### src/rtl/dphy_lane_pkg.sv
package dphy_lane_pkg;

    localparam int BYTE_W = 8;
    localparam int PH_W   = 4;
    localparam logic [BYTE_W-1:0] SYNC_BYTE = 8'hB8;
    localparam int LP_STATE_MIN_PS = 50000;

    typedef enum logic [PH_W-1:0] {
        PH_STOP   = 4'd0,
        PH_CKPRE  = 4'd1,
        PH_REQ    = 4'd2,
        PH_BRIDGE = 4'd3,
        PH_PREP   = 4'd4,
        PH_SYNC   = 4'd5,
        PH_DATA   = 4'd6,
        PH_TRAIL  = 4'd7,
        PH_EXIT   = 4'd8,
        PH_CKPOST = 4'd9
    } phase_e;

    function automatic int min_lp_cycles(input int clk_ps);
        return (LP_STATE_MIN_PS + clk_ps - 1) / clk_ps;
    endfunction

endpackage

### src/rtl/dphy_phase_len.sv
module dphy_phase_len
    import dphy_lane_pkg::*;
#(
    parameter int CW       = 6,
    parameter int N_LPX    = 7,
    parameter int N_PREP   = 4,
    parameter int N_TRAIL  = 5,
    parameter int N_EXIT   = 6,
    parameter int N_CKPRE  = 3,
    parameter int N_CKPOST = 4
) (
    input  phase_e          phase_i,
    output logic [CW-1:0]   len_o
);

    always_comb begin
        unique case (phase_i)
            PH_CKPRE:            len_o = CW'(N_CKPRE);
            PH_REQ, PH_BRIDGE:   len_o = CW'(N_LPX);
            PH_PREP:             len_o = CW'(N_PREP);
            PH_TRAIL:            len_o = CW'(N_TRAIL);
            PH_EXIT:             len_o = CW'(N_EXIT);
            PH_CKPOST:           len_o = CW'(N_CKPOST);
            default:             len_o = CW'(1);
        endcase
    end

endmodule

### src/rtl/dphy_line_drive.sv
module dphy_line_drive
    import dphy_lane_pkg::*;
(
    input  phase_e phase_i,
    output logic   lp_p_o,
    output logic   lp_n_o,
    output logic   hs_en_o
);

    always_comb begin
        lp_p_o  = 1'b0;
        lp_n_o  = 1'b0;
        hs_en_o = 1'b0;
        unique case (phase_i)
            PH_STOP, PH_CKPRE, PH_EXIT, PH_CKPOST: begin
                lp_p_o = 1'b1;
                lp_n_o = 1'b1;
            end
            PH_REQ: begin
                lp_n_o = 1'b1;
            end
            PH_SYNC, PH_DATA, PH_TRAIL: begin
                hs_en_o = 1'b1;
            end
            default: begin
            end
        endcase
    end

endmodule

### src/rtl/dphy_lane_seq.sv
module dphy_lane_seq
    import dphy_lane_pkg::*;
#(
    parameter int BYTE_CLK_PS = 8000,
    parameter int T_LPX       = 7,
    parameter int T_PREP      = 4,
    parameter int T_TRAIL     = 5,
    parameter int T_EXIT      = 6,
    parameter int T_CKPRE     = 3,
    parameter int T_CKPOST    = 4
) (
    input  logic              clk,
    input  logic              rst_n,
    input  logic              en_i,
    input  logic              cont_clk_i,
    input  logic              s_valid_i,
    input  logic [BYTE_W-1:0] s_data_i,
    input  logic              s_last_i,
    output logic              s_ready_o,
    output logic [BYTE_W-1:0] hs_data_o,
    output logic              hs_en_o,
    output logic              lp_p_o,
    output logic              lp_n_o,
    output logic              clk_hs_o,
    output logic [PH_W-1:0]   phase_o
);

    localparam int MIN_LPX = min_lp_cycles(BYTE_CLK_PS);
    localparam int LPX_EFF = (T_LPX < MIN_LPX) ? MIN_LPX : T_LPX;
    localparam int SPAN    = LPX_EFF + T_PREP + T_TRAIL + T_EXIT + T_CKPRE + T_CKPOST;
    localparam int CW      = $clog2(SPAN + 1);

    typedef struct packed {
        phase_e            phase;
        logic [CW-1:0]     cnt;
        logic [BYTE_W-1:0] data;
        logic              fin;
        logic              clk_hs;
    } seq_st_t;

    seq_st_t        st_q, st_d;
    phase_e         nxt;
    logic [CW-1:0]  len;
    logic           done;
    logic           take;

    dphy_phase_len #(
        .CW       (CW),
        .N_LPX    (LPX_EFF),
        .N_PREP   (T_PREP),
        .N_TRAIL  (T_TRAIL),
        .N_EXIT   (T_EXIT),
        .N_CKPRE  (T_CKPRE),
        .N_CKPOST (T_CKPOST)
    ) u_len (
        .phase_i (st_q.phase),
        .len_o   (len)
    );

    dphy_line_drive u_drive (
        .phase_i (st_q.phase),
        .lp_p_o  (lp_p_o),
        .lp_n_o  (lp_n_o),
        .hs_en_o (hs_en_o)
    );

    assign done      = (st_q.cnt == len - CW'(1));
    assign s_ready_o = en_i && ((st_q.phase == PH_SYNC) ||
                                (st_q.phase == PH_DATA && !st_q.fin));
    assign take      = s_valid_i && s_ready_o;

    always_comb begin
        st_d = st_q;
        nxt  = st_q.phase;
        unique case (st_q.phase)
            PH_STOP:   if (s_valid_i) nxt = cont_clk_i ? PH_REQ : PH_CKPRE;
            PH_CKPRE:  if (done) nxt = PH_REQ;
            PH_REQ:    if (done) nxt = PH_BRIDGE;
            PH_BRIDGE: if (done) nxt = PH_PREP;
            PH_PREP: begin
                if (done) begin
                    nxt       = PH_SYNC;
                    st_d.data = SYNC_BYTE;
                end
            end
            PH_SYNC: begin
                nxt = PH_DATA;
                if (take) begin
                    st_d.data = s_data_i;
                    st_d.fin  = s_last_i;
                end
            end
            PH_DATA: begin
                if (st_q.fin) begin
                    nxt       = PH_TRAIL;
                    st_d.data = {BYTE_W{~st_q.data[BYTE_W-1]}};
                    st_d.fin  = 1'b0;
                end else if (take) begin
                    st_d.data = s_data_i;
                    st_d.fin  = s_last_i;
                end
            end
            PH_TRAIL: begin
                if (done) begin
                    nxt       = PH_EXIT;
                    st_d.data = '0;
                end
            end
            PH_EXIT:   if (done) nxt = cont_clk_i ? PH_STOP : PH_CKPOST;
            PH_CKPOST: if (done) nxt = PH_STOP;
            default:   nxt = PH_STOP;
        endcase
        st_d.phase  = nxt;
        st_d.cnt    = (nxt != st_q.phase) ? '0 : st_q.cnt + CW'(1);
        st_d.clk_hs = cont_clk_i || (nxt != PH_STOP);
        if (!en_i) begin
            st_d = '0;
        end
    end

    always_ff @(posedge clk or negedge rst_n) begin
        if (!rst_n) begin
            st_q <= '0;
        end else begin
            st_q <= st_d;
        end
    end

    assign hs_data_o = st_q.data;
    assign clk_hs_o  = st_q.clk_hs;
    assign phase_o   = st_q.phase;

endmodule

### config.mk
export PLATFORM = sky130hd
export DESIGN_NAME = dphy_lane_seq
export DESIGN_NICKNAME = d
export VERILOG_FILES = /design/src/rtl/dphy_lane_pkg.sv /design/src/rtl/dphy_phase_len.sv /design/src/rtl/dphy_line_drive.sv /design/src/rtl/dphy_lane_seq.sv
export SDC_FILE = /design/constraint.sdc
export NUM_CORES = 1
export LEC_CHECK = 0
export ABC_CLOCK_PERIOD_IN_PS = 3650
export BUFFER_PORTS_ARGS = -buffer_cell sky130_fd_sc_hd__buf_2
export CORE_MARGIN = 2
export CORE_UTILIZATION = 54
export DETAILED_ROUTE_END_ITERATION = 8
export GPL_TIMING_DRIVEN = 0
export PLACE_DENSITY = 0.76
export SLEW_MARGIN = 30
export SYNTH_ARGS = -nofsm -noshare
export SYNTH_HDL_FRONTEND = slang
export SYNTH_SLANG_ARGS = --single-unit
### constraint.sdc
create_clock -name clk -period 3.65 [get_ports clk]
set_clock_uncertainty 0.2 [all_clocks]
set_input_delay 0.1825 -clock clk [delete_from_list [all_inputs] [get_ports clk]]
set_output_delay 0.1825 -clock clk [all_outputs]
set_load 0.005 [all_outputs]
=== Word-level counts from Yosys, hierarchy flattened ===
Cells that the tools add are included.

* Register bits: 19
* Input port bits: 14
* Output and inout port bits: 17
* Word-level logic and storage cells: 65

* Add/subtract/negate cells: 2
* Equality and inequality tests: 17
* Mux-type cells: 25
* Bitwise operators: 1
* Reduce and logical (&&, ||, !) cells: 15

{| class="wikitable"
|+ Operator list
! operator !! number
|-
| $mux 4 || 10
|-
| $pmux 4 s10 || 1
|-
| $pmux 8 s4 || 1
|-
| $mux 9 || 3
|-
| $mux 19 || 1
|-
| $eq 4x3->1 const B || 4
|-
| $mux 8 || 2
|-
| $pmux 3 s5 || 1
|-
| $ne 3x3->1 const B || 3
|-
| $eq 4x2->1 const B || 2
|-
| $eq 4x4->1 const B || 2
|-
| $add 5x1->5 const B || 1
|-
| $eq 5x5->1 || 1
|-
| $mux 5 || 1
|-
| $ne 5x1->1 const B || 1
|-
| $reduce_and 5->1 || 1
|-
| $reduce_or 5->1 || 1
|-
| $sub 5x1->5 const B || 1
|-
| $eq 4x1->1 const B || 1
|-
| $logic_not 4->1 || 1
|-
| $ne 4x4->1 || 1
|-
| $ne 4x4->1 const B || 1
|-
| $reduce_bool 4->1 || 1
|-
| $reduce_or 2->1 || 2
|-
| 11 further kinds || 16
|}

=== Logic depth before layout (Yosys ltp) ===
Gate-level depths: netlist of the first run.

* Depth in word-level cells: 10
* Gate-level depth with buffers: 11

=== Modules after synthesis ===
Synthesis of the first run repeated with hierarchy kept, for this count alone.

* Cell total of the unflattened synthesis: 186
* Area total of the unflattened synthesis: 1560.2 um^2

{| class="wikitable"
|+ Modules (own cells, without submodules)
! module !! times used !! cells each !! area an instance (um^2) !! seq. area each (um^2)
|-
| dphy_lane_seq || 1 || 167 || 1430.1 || 475.5
|-
| dphy_phase_len || 1 || 14 || 98.8 || 0.0
|-
| dphy_line_drive || 1 || 5 || 31.3 || 0.0
|}

=== Least setup slack after synthesis of the first run ===
Ideal clock, no wire load.

* Kind: register to register
* Start: register st_q (netlist bit phase_o[1])
* End: register st_q (netlist bit hs_data_o[7])
* Library setup time: 0.123 ns
* Arrival time: 2.846 ns
* Required time: 3.327 ns
* Slack: 0.481 ns
* Stages on the path, launching flop included: 11
* Path buffers: 1
* Clock period less this slack: 3.169 ns
* Cell sequence: dfrtp_1 > buf_6 > or4b_4 > nand2_1 > ha_1 > ha_1 > xnor2_1 > or4_1 > nor3_2 > a21oi_1 > o221a_1

* Cells in the longest elaborated chain, start to end: 7
* Elaborated cells on any way between the ends: 26
* Classes of those cells: 1 x add/sub; 15 x eq/ne; 3 x mux; 7 x reduce/logical

{| class="wikitable"
|+ RTL lines
! element !! RTL line !! text
|-
| start, declared || dphy_lane_seq.sv:41 || <nowiki>seq_st_t st_q, st_d;</nowiki>
|-
| start signal, assigned || dphy_lane_seq.sv:125 || <nowiki>st_q <= st_d;</nowiki>
|-
| $eq 4x3->1, or another cell as far along || dphy_phase_len.sv:17, dphy_lane_seq.sv:75 ||
|-
| $reduce_or 2->1 (no source line), or another cell as far along || -- ||
|-
| $pmux 3 s5 or $logic_or 1x1->1 (tied branches) || dphy_phase_len.sv:17, dphy_lane_seq.sv:68 ||
|-
| $sub 5x1->5 or $logic_and 1x1->1 (tied branches) || dphy_lane_seq.sv:67, dphy_lane_seq.sv:68 ||
|-
| $eq 5x5->1 or $logic_and 1x1->1 (tied branches) || dphy_lane_seq.sv:67, dphy_lane_seq.sv:70 ||
|-
| $ne 3x3->1 (no source line) or $ne 4x4->1 (tied branches) || -- ||
|-
| $reduce_and 5->1 (no source line) || -- ||
|}

Several ways; a longest one is shown, not always the timed one.
A chain may end at the register's enable or synchronous reset.

==> results of run 1 <==
layout make-up:
class / instances / area, um2
tap: 31 / 38.79
buffer: 21 / 135.1
multi-input combinational: 133 / 873.3
inverter: 7 / 26.28
timing repair buffer: 33 / 190.2
fill: 234 / 920.9
clock buffer: 4 / 26.28
sequential: 19 / 475.5
routing by layer:
metal	global-route usage	up-vias	part of all wire
met1	0.3319	701	0.44
met5	0	-	0
met3	0.04378	9	0.066
met2	0.3904	68	0.48
met4	0.06312	0	0.013
li1	-	720	-
stage by stage:
step	power (W)	setup slack, ps	std cells	util
floorplan	0.0005905	480.6	181	-
global placement	0.0006841	116.3	240	0.6255
detailed placement	0.0006980	38.59	240	0.6255
CTS	0.0008190	44.49	249	0.6544
global route	0.0008949	36.27	248	0.6572
finish	0.0008371	152.7	248	0.6572
cell families (layout without fill, tap and decap cells):
group / after synthesis / after routing
buffers and inverters: 29 / 65
xor gates and xnor gates: 9 / 9
adders and majority gates: 3 / 3
and+or+nand+nor: 70 / 70
AOI/OAI and AO/OA: 51 / 51
DFF: 19 / 19
worst min-delay path: stages:
cell and delay [ps]:
buf_2 70, nand2_1 40, nand2_1 50, o221a_2 170
path summary, 6_finish.rpt:
check | to | slack, ps
worst max-delay path | st_q[10] | 150
max in group asynchronous | hs_data_o[0] | 2810
worst min-delay path | hs_data_o[3] | 40
min in group asynchronous | phase_o[3] | 140
worst max register to register | st_q[10] | 150
worst min register to register | hs_data_o[1] | 310
flip-flops by register name (all words and copies together) (netlist names):
signal / count
clk_hs_o: 1
phase_o: 4
hs_data_o: 8
st_q: 6
timing repair:
action / 4_1_cts / 5_1_grt
endpoints found under the setup margin: 1 / 14
hold buffers: 5 / 0
endpoints found under the hold margin: 23 / 0
gates resized for setup: 1 / 6
power breakdown:
group	internal [W]	switching, W	leakage [nW]
clock network	0.0000426	0.0000684	0.0150
registers	0.000233	0.0000290	0.260
logic	0.000189	0.000274	0.543
cell usage in the layout (no fill, tap or decap), types with 4 or more instances in the layout:
cell / instances
a21oi_1: 15
buf_2: 28
buf_4: 12
clkbuf_1: 6
dfrtp_1: 19
dlygate4sd3_1: 5
inv_1: 6
nand2_1: 22
nand2b_1: 4
nor2_1: 17
nor4_1: 6
o21ai_0: 7
o2bb2ai_1: 4
xnor2_1: 5
xor2_1: 4
==> out/qor.yml, run 1 <==
synthesis:
  synth.area.top_cells: "dfrtp_1 32%, buf_4 6.0%, nand2_1 5.5%, a21oi_1 5.0%, nor2_1 4.5%"
  yosysMostFrequentCell: "nand2_1"
  synthSimpleGateAreaFrac: 0.2475
  synthCells: 181
  yosysSeqAreaShare: 0.3167
  synth_flop_cell: "dfrtp_1"
  synth_top_family_by_area: "compound AO/OA/AOI/OAI gates"
  synth_fa_ha_area_frac: 0.02500
  synth_edf_count: 0
  yosysWarnings: 0
  yosys.area.top_type: "dfrtp_1"
  async_flop_share: 1.000
  synth_nets: 198
  synth_top_area_share: 0.3167
  ys_ff_latch: 19
  synthMuxAreaShare: 0
  avgSynthCellArea_um2: 8.295
  synth_compound_area_frac: 0.2508
  synth_commonest_cells: "22 x nand2_1, 19 x dfrtp_1, 18 x nor2_1"
  synth-xor-area-share: 0.05250
  ys_types: 45
  synth_area_mm2: 0.001501
timing:
  finalHoldViolCount: 0
  setup_violations: 0
  worst_hold_slack_ps: 38.40
  slew_headroom: 0.5035
  finalCritPeriodShare: 0.9582
  worst_slew_pin_slew_ps: 735.4
  rsz0062_at_grt: "false"
  period_minus_slack_ps: 3497
  max_freq_mhz: 285.9
  drv_slew: 0
  setup_tns_ps: 0
grt:
  grt_overflow: 0
  antenna_found_initial: 0
  grt_pass1_vias: 1378
  grt_use_total: 0.2409
  grt_pass1_wl_mm: 6.134
  grt_max_degree: 20
floorplan:
  initial_core_util: 0.5589
  rows: 19
  die_w_um: 56.73
  io_pins: 31
  die_h_um: 56.73
  fp.coreArea_mm2: 0.002686
  dieArea_mm2: 0.003218
pwr:
  power.density_mw_per_mm2: 474.1
  ir_drop_mv: 0.3209
  p_leak_nw: 0.8179
outcome:
  outcome: "finished clean"
routing:
  num_vias: 1498
  dr.pass1.iters: 5
  drt.antenna.violating_nets: 0
  routed_wl_mm: 3.673
  drt_iter0_markers: 76
  routedWlPerCell_um: 14.81
  drc_errors: 0
  routed_via_density: 6.040
critical_path:
  crit_path_top_delay_cell: "or4_1"
  cp.depth: 11
  endpoint_kind: "flip-flop"
  crit_path_frequent_cell: "ha_1"
  rr_worst_depth: 11
  start_kind: "flip-flop"
  cp.required_ps: 3620
  critPathLaunch: "phase_o[0]"
  slowest_delay_ps: 670
  crit_chain: "clkbuf_2 > nor2_2 > xnor2_1 > nand2_1 > ha_1 > ha_1 > xor2_1 > or4_1 > nor4_2 > o32a_4 > nor4_1"
  path_buf_inv: 1
  crit_arrival_ps: 3470
  r2r_start: "phase_o[0]"
  crit_fanout: 10
  crit_type: "reg2reg"
  cp_top_family: "simple AND/OR/NAND/NOR gates"
cells_and_area:
  drive_gt1_frac: 0.2765
  final_area_mm2: 0.001765
  diodes: 0
  nets: 235
  area_growth_pct: 17.58
clock_tree:
  clk_pin_slew_ps: 110
  cts_root_buffer: "clkbuf_4"
  cts_setup_buffers: 0
  clockBufferDepth: 2
  cts_tree: "done"
  h-tree-depth: 1
  numCtsBuffers: 3
  clock_sink_count: 19
  clock_latency_ps: 300
min_path:
  holdPathStages: 4
  hold_path_class: "in2reg"
  min_from: "s_data_i[3]"
placement:
  dpl_cell_area_mm2: 0.001680
  gp_congestion: 0.9462
  port_buffers: 28
  dp_hpwl_mm: 2.737
flow_run:
  cap_violations: 0
Note: power is estimated with default switching activity, not from simulation.
==> run 2, diff against run 1 <==
--- a/config.mk
+++ b/config.mk
@@ -7,7 +7,7 @@
 export LEC_CHECK = 0
 export ABC_CLOCK_PERIOD_IN_PS = 3650
 export BUFFER_PORTS_ARGS = -buffer_cell sky130_fd_sc_hd__buf_2
-export CORE_MARGIN = 2
+export CORE_MARGIN = 5
 export CORE_UTILIZATION = 54
 export DETAILED_ROUTE_END_ITERATION = 8
 export GPL_TIMING_DRIVEN = 0
==> out/qor.yml, run 2 (same netlist as run 1, synthesis figures left out) <==
cells_and_area:
  diodes: 0
  layout_commonest_cell: "buf_2"
  layout_common_cells: "28 x buf_2, 22 x nand2_1, 19 x dfrtp_1, 17 x nor2_1, 15 x a21oi_1"
  n_fill_cell: 247
  drive_gt1_frac: 0.2765
  nets: 235
  largest_register_ffs: 8
  area_growth_pct: 17.58
floorplan:
  initial_core_util: 0.5540
  die_w_um: 62.73
  die_h_um: 62.73
  rows: 19
  dieArea_mm2: 0.003935
  fp.coreArea_mm2: 0.002710
  io_pins: 31
grt:
  grt_pass1_wl_mm: 6.637
  grt_overflow: 0
  grt_pass1_vias: 1440
  antenna_found_initial: 0
  grt_use_total: 0.2050
  grt_max_degree: 20
critical_path:
  start_kind: "flip-flop"
  regToRegSetupSlack_ps: 200
  critPathLaunch: "phase_o[1]"
  r2r_start: "phase_o[1]"
  crit_fanout: 10
  endpoint_kind: "flip-flop"
  crit_arrival_ps: 3440
  crit_type: "reg2reg"
  worstReg2RegEnd: "hs_data_o[7]"
  cp.required_ps: 3650
  rr_worst_depth: 10
routing:
  dr.pass1.iters: 4
  routed_wl_mm: 3.863
  routed_via_density: 6.024
  routedWlPerCell_um: 15.58
  drc_errors: 0
  drt.antenna.violating_nets: 0
  num_vias: 1494
  drt_iter0_markers: 74
clock_tree:
  clockBufferDepth: 2
  numCtsBuffers: 3
  clock_latency_ps: 300
  cts_root_buffer: "clkbuf_4"
  cts_tree: "done"
  clock_sink_count: 19
  h-tree-depth: 1
  clk_pin_slew_ps: 110
pwr:
  ir_drop_mv: 0.4782
  power.density_mw_per_mm2: 472.0
  p_sw_w: 0.0003677
  pwr-share-comb: 0.552
  intPower_w: 0.0004655
  swShare: 0.4413
  p_leak_nw: 0.8179
  p_clk_frac: 0.131
  p_seq_frac: 0.316
timing:
  period_minus_slack_ps: 3446
  finalWorstSetupSlack_ps: 203.9
  drv_slew: 0
  setup_violations: 0
  finalCritPeriodShare: 0.9441
  worst_slew_pin_slew_ps: 700.6
  slew_headroom: 0.5270
  rsz0062_at_grt: "false"
  max_freq_mhz: 290.2
  finalHoldViolCount: 0
  setup_tns_ps: 0
min_path:
  hold_path_class: "in2reg"
  min_to: "hs_data_o[3]"
  holdPathStages: 4
  min_from: "s_data_i[3]"
placement:
  gp_congestion: 0.8935
  dp_hpwl_mm: 2.902
  dp_slack_ps: 82.98
  port_buffers: 28
outcome:
  outcome: "finished clean"
flow_run:
  cap_violations: 0
-- run 2: cell counts in the layout (fill, tap and decap cells not counted) --
Identical to the previous run, type by type.
-- run 2: metal layers --
layer	vias up	GRT usage	part of all wire
met2	64	0.3472	0.49
met5	-	0	0
met4	0	0.05040	0.016
li1	720	-	-
met1	698	0.2705	0.42
met3	12	0.03417	0.067
-- run 2: worst max-delay path, stage by stage, from the launching register on --
cell	delay, ps
dfrtp_1	420
buf_6	150
or4b_4	570
nand2_1	90
ha_1	160
ha_1	240
xnor2_1	130
or4_1	550
nor3_4	340
a21oi_1	180
o221a_1	290
-- run 2: final cells by class --
cell class	instances	area, um2	area share
Multi-Input combinational cell	133	873.3	0.4947
Sequential cell	19	475.5	0.2693
Timing Repair Buffer	33	190.2	0.1077
Buffer	21	135.1	0.07654
Tap cell	31	38.79	0.02197
Clock buffer	4	26.28	0.01488
Inverter	7	26.28	0.01488
-- run 2: through the flow --
stage          power [W]  hold WS, ps  instance area [um2]    util  cells
2_1_floorplan  0.0005905       -313.1                 1501       -    181
3_3_place_gp   0.0006837       -53.05                 1680  0.6200    240
3_5_place_dp   0.0007003       -50.81                 1680  0.6200    240
4_1_cts        0.0008141        56.45                 1757  0.6482    249
5_1_grt        0.0009029        55.37                 1765  0.6514    248
6_report       0.0008332        56.86                 1765  0.6514    248
-- run 2: how the worst max path moves through the flow --
stage,slack [ps],endpoint,depth (start not counted)
3_5_place_dp,80,hs_data_o[7],11
6_report,200,hs_data_o[7],10
5_1_grt,40,hs_data_o[7],10
3_3_place_gp,130,hs_data_o[7],11
2_1_floorplan,480,hs_data_o[7],10
4_1_cts,50,hs_data_o[7],11
-- run 2: timing repair --
action                                 CTS  global route
buffers inserted                         0             0
setup endpoints to repair                0            15
hold buffers                             5             0
gates resized for setup                  0             8
endpoints found under the hold margin   23             0
-- run 2: power groups by stage --
stage / registers [W] / logic, W / clock network [W]
after floorplan: 0.000260 / 0.000331 / 0
final: 0.000264 / 0.000460 / 0.000109
after global routing: 0.000269 / 0.000512 / 0.000122
after detailed placement: 0.000267 / 0.000433 / 0
after CTS: 0.000264 / 0.000439 / 0.000111
after global placement: 0.000264 / 0.000420 / 0
==> run 3, diff against run 2 <==
==> constraint.sdc (replaced) <==
create_clock -name clk -period 3.65 [get_ports clk]
set_clock_uncertainty 0.2 [all_clocks]
set_input_delay 0.9125 -clock clk [delete_from_list [all_inputs] [get_ports clk]]
set_output_delay 0.9125 -clock clk [all_outputs]
set_load 0.005 [all_outputs]
==> out/qor.yml, run 3 (same netlist as run 1, synthesis figures left out) <==
cells_and_area:
  nets: 230
  utilization: 0.6330
  area_growth_pct: 14.25
  layout_commonest_cell: "buf_2"
  layout_common_cells: "28 x buf_2, 22 x nand2_1, 19 x dfrtp_1, 17 x nor2_1, 15 x a21oi_1"
  n_fill_cell: 252
  final_cell_count_no_fill: 243
  drive_gt1_frac: 0.2830
  diodes: 0
  largest_register_ffs: 8
grt:
  grt_pass1_vias: 1415
  use_met3: 0.03597
  top_usage_layer: "met2"
  grt_pass1_wl_mm: 6.486
  grt_max_degree: 20
  grt_use_total: 0.1994
  grt_overflow: 0
  met1_usage: 0.2626
  met2_usage: 0.3355
  antenna_found_initial: 0
critical_path:
  slowest_delay_ps: 570
  start_kind: "flip-flop"
  endpoint_kind: "flip-flop"
  crit_path_frequent_cell: "ha_1"
  path_buf_inv: 1
  crit_chain: "buf_6 > or4b_4 > nand2_1 > ha_1 > ha_1 > xnor2_1 > or4_1 > nor3_4 > a21oi_1 > o221a_1"
  cp_top_family: "simple AND/OR/NAND/NOR gates"
  crit_type: "reg2reg"
  crit_path_top_delay_cell: "or4b_4"
  crit_fanout: 10
  cp.required_ps: 3640
  crit_arrival_ps: 3430
placement:
  dp_hpwl_mm: 2.902
  numPlacedInstances: 240
  gp_congestion: 0.8935
  port_buffers: 28
floorplan:
  dieArea_mm2: 0.003935
  die_h_um: 62.73
  die_w_um: 62.73
  initial_core_util: 0.5540
  rows: 19
  fp.coreArea_mm2: 0.002710
  io_pins: 31
timing:
  drv_slew: 0
  finalHoldViolCount: 0
  max_freq_mhz: 290.8
  period_minus_slack_ps: 3439
  worst_slew_pin_slew_ps: 682.1
  slew_headroom: 0.5395
  setup_violations: 0
  finalCritPeriodShare: 0.9421
  setup_tns_ps: 0
  rsz0062_at_grt: "false"
clock_tree:
  cts_tree: "done"
  cts_hold_buf: 0
  clock_sink_count: 19
  clock_latency_ps: 300
  numCtsBuffers: 3
  clk_pin_slew_ps: 110
  cts_root_buffer: "clkbuf_4"
  cts.repair.resized: 0
  clockBufferDepth: 2
  cts_setup_buffers: 0
  h-tree-depth: 1
pwr:
  power.density_mw_per_mm2: 482.8
  p_leak_nw: 0.7970
  ir_drop_mv: 0.4766
routing:
  routed_wl_mm: 3.720
  num_vias: 1455
  drc_errors: 0
  drt.antenna.violating_nets: 0
  drt_iter0_markers: 66
  routedWlPerCell_um: 15.31
  dr.pass1.iters: 4
  routed_via_density: 5.988
flow_run:
  cap_violations: 0
min_path:
  hold_path_class: "reg2reg"
outcome:
  outcome: "finished clean"
-- run 3: cell count changes in the layout (fill, tap and decap cells not counted) --
| cell | previous run | this run |
|---|---|---|
| dlygate4sd3_1 | 5 | 0 |
-- run 3: worst paths after layout --
kind	from	to	slack (ps)	cells after the start
min in group asynchronous	rst_n	st_q[1]	330	1
worst min-delay path	hs_data_o[0]	hs_data_o[0]	310	1
worst max-delay path	phase_o[1]	hs_data_o[7]	210	10
worst min register to register	hs_data_o[0]	hs_data_o[0]	310	1
max in group asynchronous	rst_n	st_q[14]	2620	1
worst max register to register	phase_o[1]	hs_data_o[7]	210	10
-- run 3: per-layer routing --
metal  share of wire  wire [um]  up-vias
li1                -          -      706
met1            0.45       1659      690
met2            0.49       1810       50
met3           0.052        192        9
met4           0.016         58        0
met5               0          0        -
-- run 3: final cells by class --
| class | count | area (um2) | area share |
|---|---|---|---|
| plain buffers | 21 | 135.1 | 0.07877 |
| multi-input cells | 133 | 873.3 | 0.5091 |
| clock buffers | 4 | 26.28 | 0.01532 |
| flip-flops and latches | 19 | 475.5 | 0.2772 |
| inverters | 7 | 26.28 | 0.01532 |
| repair buffers | 28 | 140.1 | 0.08169 |
| well taps | 31 | 38.79 | 0.02261 |
-- run 3: report_power, final --
part	internal (W)	switching, W
sequential	0.000233	0.0000301
clock	0.0000425	0.0000661
combinational	0.000186	0.000270
-- run 3: worst register-to-register path: stages, from the launching register on --
cell,delay (ps)
dfrtp_1,420
buf_6,150
or4b_4,570
nand2_1,90
ha_1,160
ha_1,240
xnor2_1,140
or4_1,550
nor3_4,330
a21oi_1,180
o221a_1,290
-- run 3: stage by stage --
step / total power (W) / hold WS, ps / cell area, um2 / setup WS (ps)
3_5_place_dp: 0.0007003 / 283.8 / 1680 / 82.98
6_report: 0.0008282 / 310.4 / 1715 / 211.5
3_3_place_gp: 0.0006837 / 276.4 / 1680 / 125.2
5_1_grt: 0.0008981 / 344.5 / 1715 / 38.46
2_1_floorplan: 0.0005905 / 257.3 / 1501 / 480.6
4_1_cts: 0.0008100 / 315.5 / 1707 / 54.43
